$ cat src/rtl/irqfe_pkg.sv
package irqfe_pkg;

    localparam int MAX_LINES = 64;
    localparam int REG_W     = 16;
    localparam int ADDR_W    = 4;
    localparam int IDX_W     = 2;

    typedef enum logic [1:0] {
        BANK_MASK = 2'd0,
        BANK_POL  = 2'd1,
        BANK_EOI  = 2'd2,
        BANK_NONE = 2'd3
    } bank_e;

    typedef enum logic {
        LN_IDLE = 1'b0,
        LN_HELD = 1'b1
    } line_state_e;

endpackage

$ cat src/rtl/irqfe_sync.sv
module irqfe_sync #(
    parameter int W = 1
) (
    input  logic         clk,
    input  logic         rst_n,
    input  logic [W-1:0] d_i,
    output logic [W-1:0] q_o
);

    logic [W-1:0] meta_q;
    logic [W-1:0] stable_q;

    always_ff @(posedge clk or negedge rst_n) begin
        if (!rst_n) begin
            meta_q   <= '0;
            stable_q <= '0;
        end else begin
            meta_q   <= d_i;
            stable_q <= meta_q;
        end
    end

    assign q_o = stable_q;

endmodule

$ cat src/rtl/irqfe_regs.sv
module irqfe_regs
    import irqfe_pkg::*;
#(
    parameter int N       = 64,
    parameter bit HAS_EOI = 1'b1
) (
    input  logic              clk,
    input  logic              rst_n,
    input  logic [ADDR_W-1:0] addr_i,
    input  logic              wr_en_i,
    input  logic [REG_W-1:0]  wr_data_i,
    output logic [REG_W-1:0]  rd_data_o,
    output logic [N-1:0]      mask_o,
    output logic [N-1:0]      pol_o,
    output logic [N-1:0]      eoi_o
);

    bank_e            bank;
    logic [IDX_W-1:0] idx;
    logic [N-1:0]     mask_q;
    logic [N-1:0]     pol_q;
    logic [MAX_LINES-1:0] mask_pad;
    logic [MAX_LINES-1:0] pol_pad;

    assign bank = bank_e'(addr_i[ADDR_W-1:IDX_W]);
    assign idx  = addr_i[IDX_W-1:0];

    for (genvar n = 0; n < N; n++) begin : g_bit
        localparam logic [IDX_W-1:0] WORD = IDX_W'(n / REG_W);
        localparam int               BIT  = n % REG_W;

        always_ff @(posedge clk or negedge rst_n) begin
            if (!rst_n) begin
                mask_q[n] <= 1'b1;
                pol_q[n]  <= 1'b0;
            end else if (wr_en_i && idx == WORD) begin
                if (bank == BANK_MASK) mask_q[n] <= wr_data_i[BIT];
                if (bank == BANK_POL)  pol_q[n]  <= wr_data_i[BIT];
            end
        end

        if (HAS_EOI) begin : g_eoi
            assign eoi_o[n] = wr_en_i && (bank == BANK_EOI) && (idx == WORD) && wr_data_i[BIT];
        end else begin : g_no_eoi
            assign eoi_o[n] = 1'b0;
        end
    end

    always_comb begin
        mask_pad         = '0;
        pol_pad          = '0;
        mask_pad[N-1:0]  = mask_q;
        pol_pad[N-1:0]   = pol_q;
        rd_data_o        = '0;
        unique case (bank)
            BANK_MASK: rd_data_o = mask_pad[idx*REG_W +: REG_W];
            BANK_POL:  rd_data_o = pol_pad[idx*REG_W +: REG_W];
            BANK_EOI:  rd_data_o = '0;
            BANK_NONE: rd_data_o = '0;
        endcase
    end

    assign mask_o = mask_q;
    assign pol_o  = pol_q;

endmodule

$ cat src/rtl/irqfe_line.sv
module irqfe_line
    import irqfe_pkg::*;
#(
    parameter bit IS_EDGE = 1'b1
) (
    input  logic clk,
    input  logic rst_n,
    input  logic sync_i,
    input  logic pol_i,
    input  logic mask_i,
    input  logic eoi_i,
    output logic irq_o,
    output logic held_o,
    output logic edge_o
);

    line_state_e state_q;
    line_state_e state_d;
    logic        corr;
    logic        corr_q;

    assign corr = sync_i ^ pol_i;

    always_ff @(posedge clk or negedge rst_n) begin
        if (!rst_n) corr_q <= 1'b0;
        else        corr_q <= corr;
    end

    assign edge_o = IS_EDGE ? (corr & ~corr_q) : 1'b0;

    // state register
    always_ff @(posedge clk or negedge rst_n) begin
        if (!rst_n) state_q <= LN_IDLE;
        else        state_q <= state_d;
    end

    // transitions: T_CAPTURE, T_CLEAR, T_KEEP
    always_comb begin
        state_d = state_q;
        unique case (state_q)
            LN_IDLE: if (edge_o)            state_d = LN_HELD;
            LN_HELD: if (eoi_i && !edge_o)  state_d = LN_IDLE;
        endcase
    end

    // outputs
    always_comb begin
        held_o = (state_q == LN_HELD);
        irq_o  = (IS_EDGE ? held_o : corr) & ~mask_i;
    end

endmodule

$ cat src/rtl/irqfe_top.sv
module irqfe_top
    import irqfe_pkg::*;
#(
    parameter int                   NUM_LINES  = 64,
    parameter logic [MAX_LINES-1:0] EDGE_LINES = 64'hFFFF_FFFF_0000_0000,
    parameter bit                   HAS_EOI    = 1'b1
) (
    input  logic                 clk,
    input  logic                 rst_n,
    input  logic [NUM_LINES-1:0] irq_in,
    input  logic [ADDR_W-1:0]    reg_addr,
    input  logic                 reg_wr_en,
    input  logic [REG_W-1:0]     reg_wr_data,
    output logic [REG_W-1:0]     reg_rd_data,
    output logic [NUM_LINES-1:0] irq_out
);

    logic [NUM_LINES-1:0] sync_w;
    logic [NUM_LINES-1:0] mask_w;
    logic [NUM_LINES-1:0] pol_w;
    logic [NUM_LINES-1:0] eoi_w;
    logic [NUM_LINES-1:0] held_w;
    logic [NUM_LINES-1:0] edge_w;

    irqfe_sync #(.W(NUM_LINES)) sync_i (
        .clk   (clk),
        .rst_n (rst_n),
        .d_i   (irq_in),
        .q_o   (sync_w)
    );

    irqfe_regs #(.N(NUM_LINES), .HAS_EOI(HAS_EOI)) regs_i (
        .clk       (clk),
        .rst_n     (rst_n),
        .addr_i    (reg_addr),
        .wr_en_i   (reg_wr_en),
        .wr_data_i (reg_wr_data),
        .rd_data_o (reg_rd_data),
        .mask_o    (mask_w),
        .pol_o     (pol_w),
        .eoi_o     (eoi_w)
    );

    for (genvar i = 0; i < NUM_LINES; i++) begin : g_line
        irqfe_line #(.IS_EDGE(EDGE_LINES[i])) line_i (
            .clk    (clk),
            .rst_n  (rst_n),
            .sync_i (sync_w[i]),
            .pol_i  (pol_w[i]),
            .mask_i (mask_w[i]),
            .eoi_i  (eoi_w[i]),
            .irq_o  (irq_out[i]),
            .held_o (held_w[i]),
            .edge_o (edge_w[i])
        );
    end

endmodule

$ cat config.mk
export PLATFORM = sky130hd
export DESIGN_NAME = irqfe_top
export DESIGN_NICKNAME = d
export VERILOG_FILES = /design/src/rtl/irqfe_pkg.sv /design/src/rtl/irqfe_sync.sv /design/src/rtl/irqfe_regs.sv /design/src/rtl/irqfe_line.sv /design/src/rtl/irqfe_top.sv
export SDC_FILE = /design/constraint.sdc
export NUM_CORES = 1
export LEC_CHECK = 0
export BUFFER_PORTS_ARGS = -buffer_cell sky130_fd_sc_hd__buf_4
export CAP_MARGIN = 5
export CORE_AREA = 2 2 153 155
export CTS_CLUSTER_SIZE = 30
export DETAILED_ROUTE_END_ITERATION = 7
export DIE_AREA = 0 0 155 157
export MAX_ROUTING_LAYER = met4
export PLACE_DENSITY = 0.79
export SETUP_SLACK_MARGIN = 0.2
export SYNTH_ARGS = -nofsm -noshare
export SYNTH_HDL_FRONTEND = slang
export SYNTH_SLANG_ARGS = --single-unit
$ cat constraint.sdc
create_clock -name clk -period 2.3 [get_ports clk]
set_input_delay 0.46 -clock clk [delete_from_list [all_inputs] [get_ports clk]]
set_output_delay 0.46 -clock clk [all_outputs]
set_load 0.05 [all_outputs]
==> key figures, run 1 <==
Timing
  – Hold Violations, Final: 0
  – Worst slew margin: between 60 and 70%
  – Worst Tran Pin Value: about 530 ps
  – Setup repair after global routing missed its margin: yes
  – Final setup viols: 10
  – Final period utilization: 102.0%
  – Post-layout min period: 2347 ps
  – Clock Skew: 9.940 ps
  – Hold_ws: 49.37 ps
  – Final Max Tran Viols: 0
  – Setup TNS: -277.0 ps
  – Fmax: 426.1 MHz
  – Setup WS post-layout: -47.05 ps

Cells and area
  – Register Area: 8088 um2
  – Layout area overhead: 24.04%
  – Most frequent cells in the layout: dfrtp_1 (256), buf_4 (207), mux2_2 (142)
  – Multi-input logic area: between 4000 and 5000 um2
  – NumNets Final: between 1000 and 1500
  – Final Instance Count excl. Fillers: 1379
  – Commonest non-fill, non-tap cell in the layout: dfrtp_1
  – Antenna Cells: 0
  – Layout cell share with drive strength beyond 1: 51.74%
  – Number of fill cells in the layout: roughly 1500

Routing
  – Vias: 7394
  – Drt drc: 0
  – Detailed-route vias per instance: around 5.4
  – Drt first pass iters: 4
  – Post-Route WL: around 29 mm
  – Remaining antenna violation count after routing: 0
  – Initial DRC count: approximately 360
  – Drt wl/cell: 21.17 um

Floorplanning
  – Starting Density: ~57%
  – Die height: 157 um
  – Io pins: 167
  – Die Wd: between 150 and 200 um
  – Die area: around 24000 um2
  – Core area: ~23000 um2
  – FP Rows: 55

Placed design
  – Routability Congestion: roughly 0.80
  – Count of buffers from port buffering: around 170
  – Placed insts: approximately 1300
  – Post-detailed-placement half-perimeter wirelength: between 15 and 20 mm

Run status
  – Status: complete, but fails checks
  – Failing checks: setup timing

CTS
  – Clock Pin Slew Worst Setup and Hold Paths: approximately 60 ps
  – Root buf cell: clkbuf_16
  – TritonCTS Buffers: 34
  – Clk buf depth: 3
  – CTS tree: done
  – Clk_lat worst skew: around 510 ps
  – # clock sinks: 320
  – Htree depth: 2

Yosys
  – Mapped Cells: ~900
  – Synth cell types: 37
  – Synthesized area: 12890 um2
  – Yosys warns: 0
  – Synth async-reset ratio: between 90% and 100%
  – Synthesized area per cell: 14.44 um2
  – Top FF cell, synth: dfrtp_1
  – Seq/Total Area, Yosys: between 60% and 70%
  – Number of synthesized flops with an enable pin: 0
  – Yosys reg bits: between 300 and 400
  – Post-Syn Nets: a little under 1000

Power and ir drop
  – Power Density: 1034 nW/um2
  – Leakage: about 7.2 nW
  – Peak VDD IR: 0.7563 mV
  – Final Total Pwr: 16.53 mW

Setup path
  – Data arrival time of the worst path: 1890 ps
  – CP required: roughly 1800 ps
  – Crit path capture type: primary output
  – Worst Path Class, Setup: reg2out
  – CP max FO: 2
  – CP startpoint kind: flop

Worst hold path
  – Hold crit path type: in2reg

Global routing
  – Antenna violations before repair: 0
  – First-pass GRT wire length: about 46 mm
  – Largest net degree at the start of global routing: slightly above 60
  – Overflow after GRT: 0
  – Tot GR Track Use: around a quarter
  – Vias in the first global route: 8134

Job
  – Max Cap Viol: 0
## final timing paths
path                                   start                       end  slack, ps  cells past startpoint
min in group asynchronous              rst_n            sync_i.q_o[54]        490                      2
max in group asynchronous              rst_n         regs_i.mask_o[62]       1030                      3
hold reg to reg            sync_i.meta_q[39]            sync_i.q_o[39]        340                      0
hold / removal                    irq_in[27]         sync_i.meta_q[27]         50                      1
setup reg to reg            regs_i.pol_o[53]  g_line[53].line_i.held_o       1110                      4
setup / recovery           regs_i.mask_o[50]            reg_rd_data[2]        -50                      4
## state kept, by name, summed over array words and instances (netlist names)
register / count
g_line.line_i.held_o: 32
sync_i.q_o: 64
g_line.line_i.corr_q: 32
regs_i.pol_o: 64
regs_i.mask_o: 64
sync_i.meta_q: 64
## Yosys cell counts, types with 5 or more instances
cell type	count	area share, %
dfrtp_1	256	50
mux2_2	144	13
buf_4	81	4.7
dfstp_2	64	13
nor2b_1	48	2.3
nor2_1	40	1.2
nand2_1	34	0.99
a22o_1	32	2.2
inv_1	32	0.93
xnor2_1	32	2.2
xor2_1	32	2.2
mux2i_1	18	1.4
buf_2	10	0.39
mux4_2	10	1.7
clkbuf_1	8	0.23
o22ai_1	8	0.39
nor3_1	6	0.23
a221o_1	5	0.39
mux4_1	5	1.0
## area by class of cell
class | instances | share of cell area (%)
Sequential cell | 320 | 50.58
Multi-Input combinational cell | 436 | 26.47
Timing Repair Buffer | 244 | 13.34
Clock buffer | 53 | 6.017
Tap cell | 285 | 2.230
Inverter | 32 | 0.7512
Clock inverter | 9 | 0.6103
## cell families after synthesis
logic type / count (synthesis) / synth area share, %
and+or+nand+nor: 142 / 5.843
xor gates and xnor gates: 64 / 4.348
AOI/OAI and AO/OA: 52 / 3.407
DFF: 320 / 62.74
buffers and inverters: 137 / 6.804
muxes: 178 / 16.86
## power by group
group	switching, mW	internal [mW]
registers	0.563	6.66
clock network	2.15	3.02
logic	2.37	1.76
## worst max-delay path, cell delays in order (launching register included)
cell and delay, ps:
dfstp_2 530, mux2i_1 70, mux4_2 500, nor2_4 120, buf_8 150
## per-stage QoR
step	setup WS, ps	instance area (um2)	utilization (%)
after floorplan	-63.93	13110	-
after global placement	-65.71	14400	63.99
after detailed placement	-83.09	14400	63.99
after CTS	-76.46	15910	70.69
after global routing	-117.8	15990	71.06
final	-47.05	15990	71.06
## repair_timing
action | 4_1_cts | 5_1_grt
hold buffers | 1 | 0
gates cloned | 2 | 0
setup endpoints to repair | 16 | 16
setup buffers | 24 | 6
endpoints found under the hold margin | 42 | 0
gates resized for setup | 53 | 8
pin swaps | 12 | 9
## routing by layer
| metal | GRT usage (%) | up-vias | share of wire [%] |
|---|---|---|---|
| met5 | - | - | 0 |
| met3 | 4.736 | 55 | 5.2 |
| met1 | 32.44 | 3826 | 41 |
| met4 | 7.540 | 0 | 2.3 |
| met2 | 42.35 | 212 | 51 |
| li1 | - | 3301 | - |
No activity file was read; power rests on OpenSTA's default activity.
==> run 2, diff against run 1 <==
--- a/config.mk
+++ b/config.mk
@@ -7,12 +7,12 @@
 export LEC_CHECK = 0
 export BUFFER_PORTS_ARGS = -buffer_cell sky130_fd_sc_hd__buf_4
 export CAP_MARGIN = 5
-export CORE_AREA = 2 2 153 155
+export CORE_AREA = 2 2 161 163
 export CTS_CLUSTER_SIZE = 30
 export DETAILED_ROUTE_END_ITERATION = 7
-export DIE_AREA = 0 0 155 157
+export DIE_AREA = 0 0 163 165
 export MAX_ROUTING_LAYER = met4
-export PLACE_DENSITY = 0.79
+export PLACE_DENSITY = 0.75
 export SETUP_SLACK_MARGIN = 0.2
 export SYNTH_ARGS = -nofsm -noshare
 export SYNTH_HDL_FRONTEND = slang
==> constraint.sdc (replaced) <==
create_clock -name clk -period 2.1 [get_ports clk]
set_input_delay 0.42 -clock clk [delete_from_list [all_inputs] [get_ports clk]]
set_output_delay 0.42 -clock clk [all_outputs]
set_load 0.05 [all_outputs]
==> run 2 against run 1 <==
- design area up 2.6%
- sequential power up 9.7%
- clock power up 16%
- worst hold slack worse by 34 ps
- sequential share of layout area down 1.3 points
- the run still ends with setup timing left
- via count up 1.0%
- first-iteration DRC count up 7.3%
==> key figures, run 2 (synthesis results as in run 1) <==
Run status
  – Status: complete, but fails checks (unchanged)
  – Failing checks: setup timing (unchanged)

Timing
  – Final period utilization: 110.6%
  – Clock Skew: 10.89 ps (was 9.940 ps)
  – Setup WS post-layout: -223.4 ps (was -47.05 ps)
  – Worst Tran Pin Value: 560.5 ps (was 532.3 ps)
  – Hold Violations, Final: 0 (unchanged)
  – Setup repair after global routing missed its margin: yes (unchanged)
  – Final setup viols: 16 (was 10)
  – Final Max Tran Viols: 0 (unchanged)
  – Post-layout min period: ~2300 ps
  – Worst slew margin: 62.63% (was 64.51%)
  – Fmax: 430.4 MHz

Cells and area
  – Most frequent cells in the layout: dfrtp_1 (256), buf_4 (207), mux2_2 (143) (was dfrtp_1 (256), buf_4 (207), mux2_2 (142))
  – Number of fill cells in the layout: 1802 (was 1457)
  – Utilization after layout: 65.50% (was 71.06%)
  – Multi-input logic area: 4262 um2 (was 4233 um2)
  – NumNets Final: 1179 (was 1155)
  – Layout cell share with drive strength beyond 1: 53.05% (was 51.74%)
  – Antenna Cells: 0 (unchanged)
  – Commonest non-fill, non-tap cell in the layout: dfrtp_1 (unchanged)
  – Layout area overhead: 27.22% (was 24.04%)
  – Final Instance Count excl. Fillers: 1446 (was 1379)
  – Register Area: 8088 um2 (unchanged)

Setup path
  – Critical path buffers and inverters: 1 (unchanged)
  – Origin of the worst setup path: regs_i.mask_o[50] (unchanged)
  – RR Startpoint: regs_i.pol_o[53] (unchanged)
  – CP startpoint kind: flop (unchanged)
  – Crit path max-delay family: multiplexers (unchanged)
  – Internal reg-to-reg setup slack: 920 ps (was 1110 ps)
  – Worst Path Class, Setup: reg2out (unchanged)
  – Critical path cell sequence: mux2i_1 -> mux4_2 -> nor2_4 -> buf_8 (unchanged)
  – CP max FO: 3 (was 2)
  – Worst reg-to-reg path cell count: 4 (unchanged)
  – Data arrival time of the worst path: 1900 ps (was 1890 ps)
  – CP Depth: 4 (unchanged)
  – Critical Path Slowest Stage Cell: dfstp_2 (unchanged)
  – Crit path capture type: primary output (unchanged)
  – Slowest stage delay, CP: 560 ps (was 530 ps)
  – Worst setup endpoint: reg_rd_data[2] (unchanged)
  – CP required: 1680 ps (was 1840 ps)
  – Crit Reg-Reg Endpoint: g_line[53].line_i.held_o (unchanged)

Power and ir drop
  – Internal Power: 13.02 mW (was 11.45 mW)
  – Leakage: 7.409 nW (was 7.239 nW)
  – Sw frac: 30.22% (was 30.75%)
  – Peak VDD IR: 0.7866 mV (was 0.7563 mV)
  – Power Density: 1138 nW/um2 (was 1034 nW/um2)
  – Sequential share of power: 42.5% (was 43.7%)
  – Clk pwr share: 32.2% (was 31.3%)
  – Comb power frac: 25.3% (was 25.0%)
  – Sw Pwr: 5.638 mW (was 5.083 mW)

Job
  – Max Cap Viol: 0 (unchanged)

Placed design
  – Placed insts: 1342 (was 1284)
  – Count of buffers from port buffering: 166 (unchanged)
  – Routability Congestion: 0.7736 (was 0.7958)
  – Post-detailed-placement half-perimeter wirelength: 19.65 mm (was 18.79 mm)

Routing
  – Drt drc: 0 (unchanged)
  – Drt wl/cell: 20.66 um (was 21.17 um)
  – Drt first pass iters: 4 (unchanged)
  – Initial DRC count: 381 (was 355)
  – Detailed-route vias per instance: 5.166 (was 5.362)
  – Remaining antenna violation count after routing: 0 (unchanged)
  – Vias: 7470 (was 7394)
  – Post-Route WL: 29.88 mm (was 29.19 mm)

CTS
  – # clock sinks: 320 (unchanged)
  – CTS tree: done (unchanged)
  – Root buf cell: clkbuf_16 (unchanged)
  – TritonCTS Buffers: 34 (unchanged)
  – Htree depth: 2 (unchanged)
  – Clk buf depth: 3 (unchanged)
  – Clock Pin Slew Worst Setup and Hold Paths: 60 ps (about the same)
  – Clk_lat worst skew: 510 ps (about the same)

Floorplanning
  – FP Rows: 58 (was 55)
  – Die Wd: 163 um (was 155 um)
  – Starting Density: 51.49% (was 57.29%)
  – Die area: 26900 um2 (was 24340 um2)
  – Io pins: 167 (unchanged)
  – Core area: 25040 um2 (was 22500 um2)
  – Die height: 165 um (was 157 um)

Global routing
  – Vias in the first global route: 7833 (was 8134)
  – Largest net degree at the start of global routing: 67 (was 61)
  – First-pass GRT wire length: 45.54 mm (was 45.60 mm)
  – Antenna violations before repair: 0 (unchanged)
  – Overflow after GRT: 0 (unchanged)
  – Tot GR Track Use: 23.33% (was 25.50%)

Worst hold path
  – Hold crit path type: in2reg (unchanged)
[run 2: routing by layer]
metal	up-vias	global-route usage [%]	routed length, um
met5	-	-	0
met4	0	5.994	582
met3	48	3.842	1874
met2	214	36.36	14280
met1	3865	32.28	13140
li1	3343	-	-
[run 2: final cells by class]
| class | instances | share of cell area (%) |
|---|---|---|
| clock inverters | 5 | 0.6333 |
| repair buffers | 268 | 14.65 |
| multi-input cells | 436 | 25.99 |
| flip-flops and latches | 320 | 49.32 |
| well taps | 330 | 2.518 |
| inverters | 32 | 0.7324 |
| clock buffers | 55 | 6.165 |
[run 2: power groups by stage]
stage                     combinational (mW)  sequential, mW  clock [mW]
after floorplan                         3.47            7.81           0
after global placement                  4.13            8.01           0
after detailed placement                4.21            8.05           0
after CTS                               4.61            7.91        6.12
after global routing                    4.99            8.04        6.39
final                                   4.73            7.93        6.00
[run 2: per-stage QoR]
stage	instance area [um2]	hold slack [ps]	setup slack [ps]	TNS [ps]	total power [mW]
after detailed placement	14650	334.7	-208.8	-2550	12.26
after CTS	16240	0.02359	-248.4	-1904	18.64
after global routing	16400	1.196	-267.1	-2383	19.42
after floorplan	13140	124.4	-183.9	-556.9	11.28
after global placement	14650	331.4	-212.4	-2337	12.14
final	16400	15.79	-223.4	-1641	18.66
[run 2: worst min-delay path by stage]
stage | cells after the start | startpoint | endpoint
floorplan | 0 | rst_n | g_line[32].line_i.corr_q
global placement | 0 | sync_i.meta_q[54] | sync_i.q_o[54]
detailed placement | 0 | sync_i.meta_q[15] | sync_i.q_o[15]
CTS | 1 | irq_in[56] | sync_i.meta_q[56]
global route | 1 | irq_in[28] | sync_i.meta_q[28]
finish | 1 | irq_in[13] | sync_i.meta_q[13]
[run 2: what timing repair did]
item	CTS	global route
cloned	1	0
endpoints found under the hold margin	49	0
buffers inserted	25	10
pin swaps	12	7
hold buffers	8	0
gates resized for setup	55	22
setup endpoints to repair	20	27
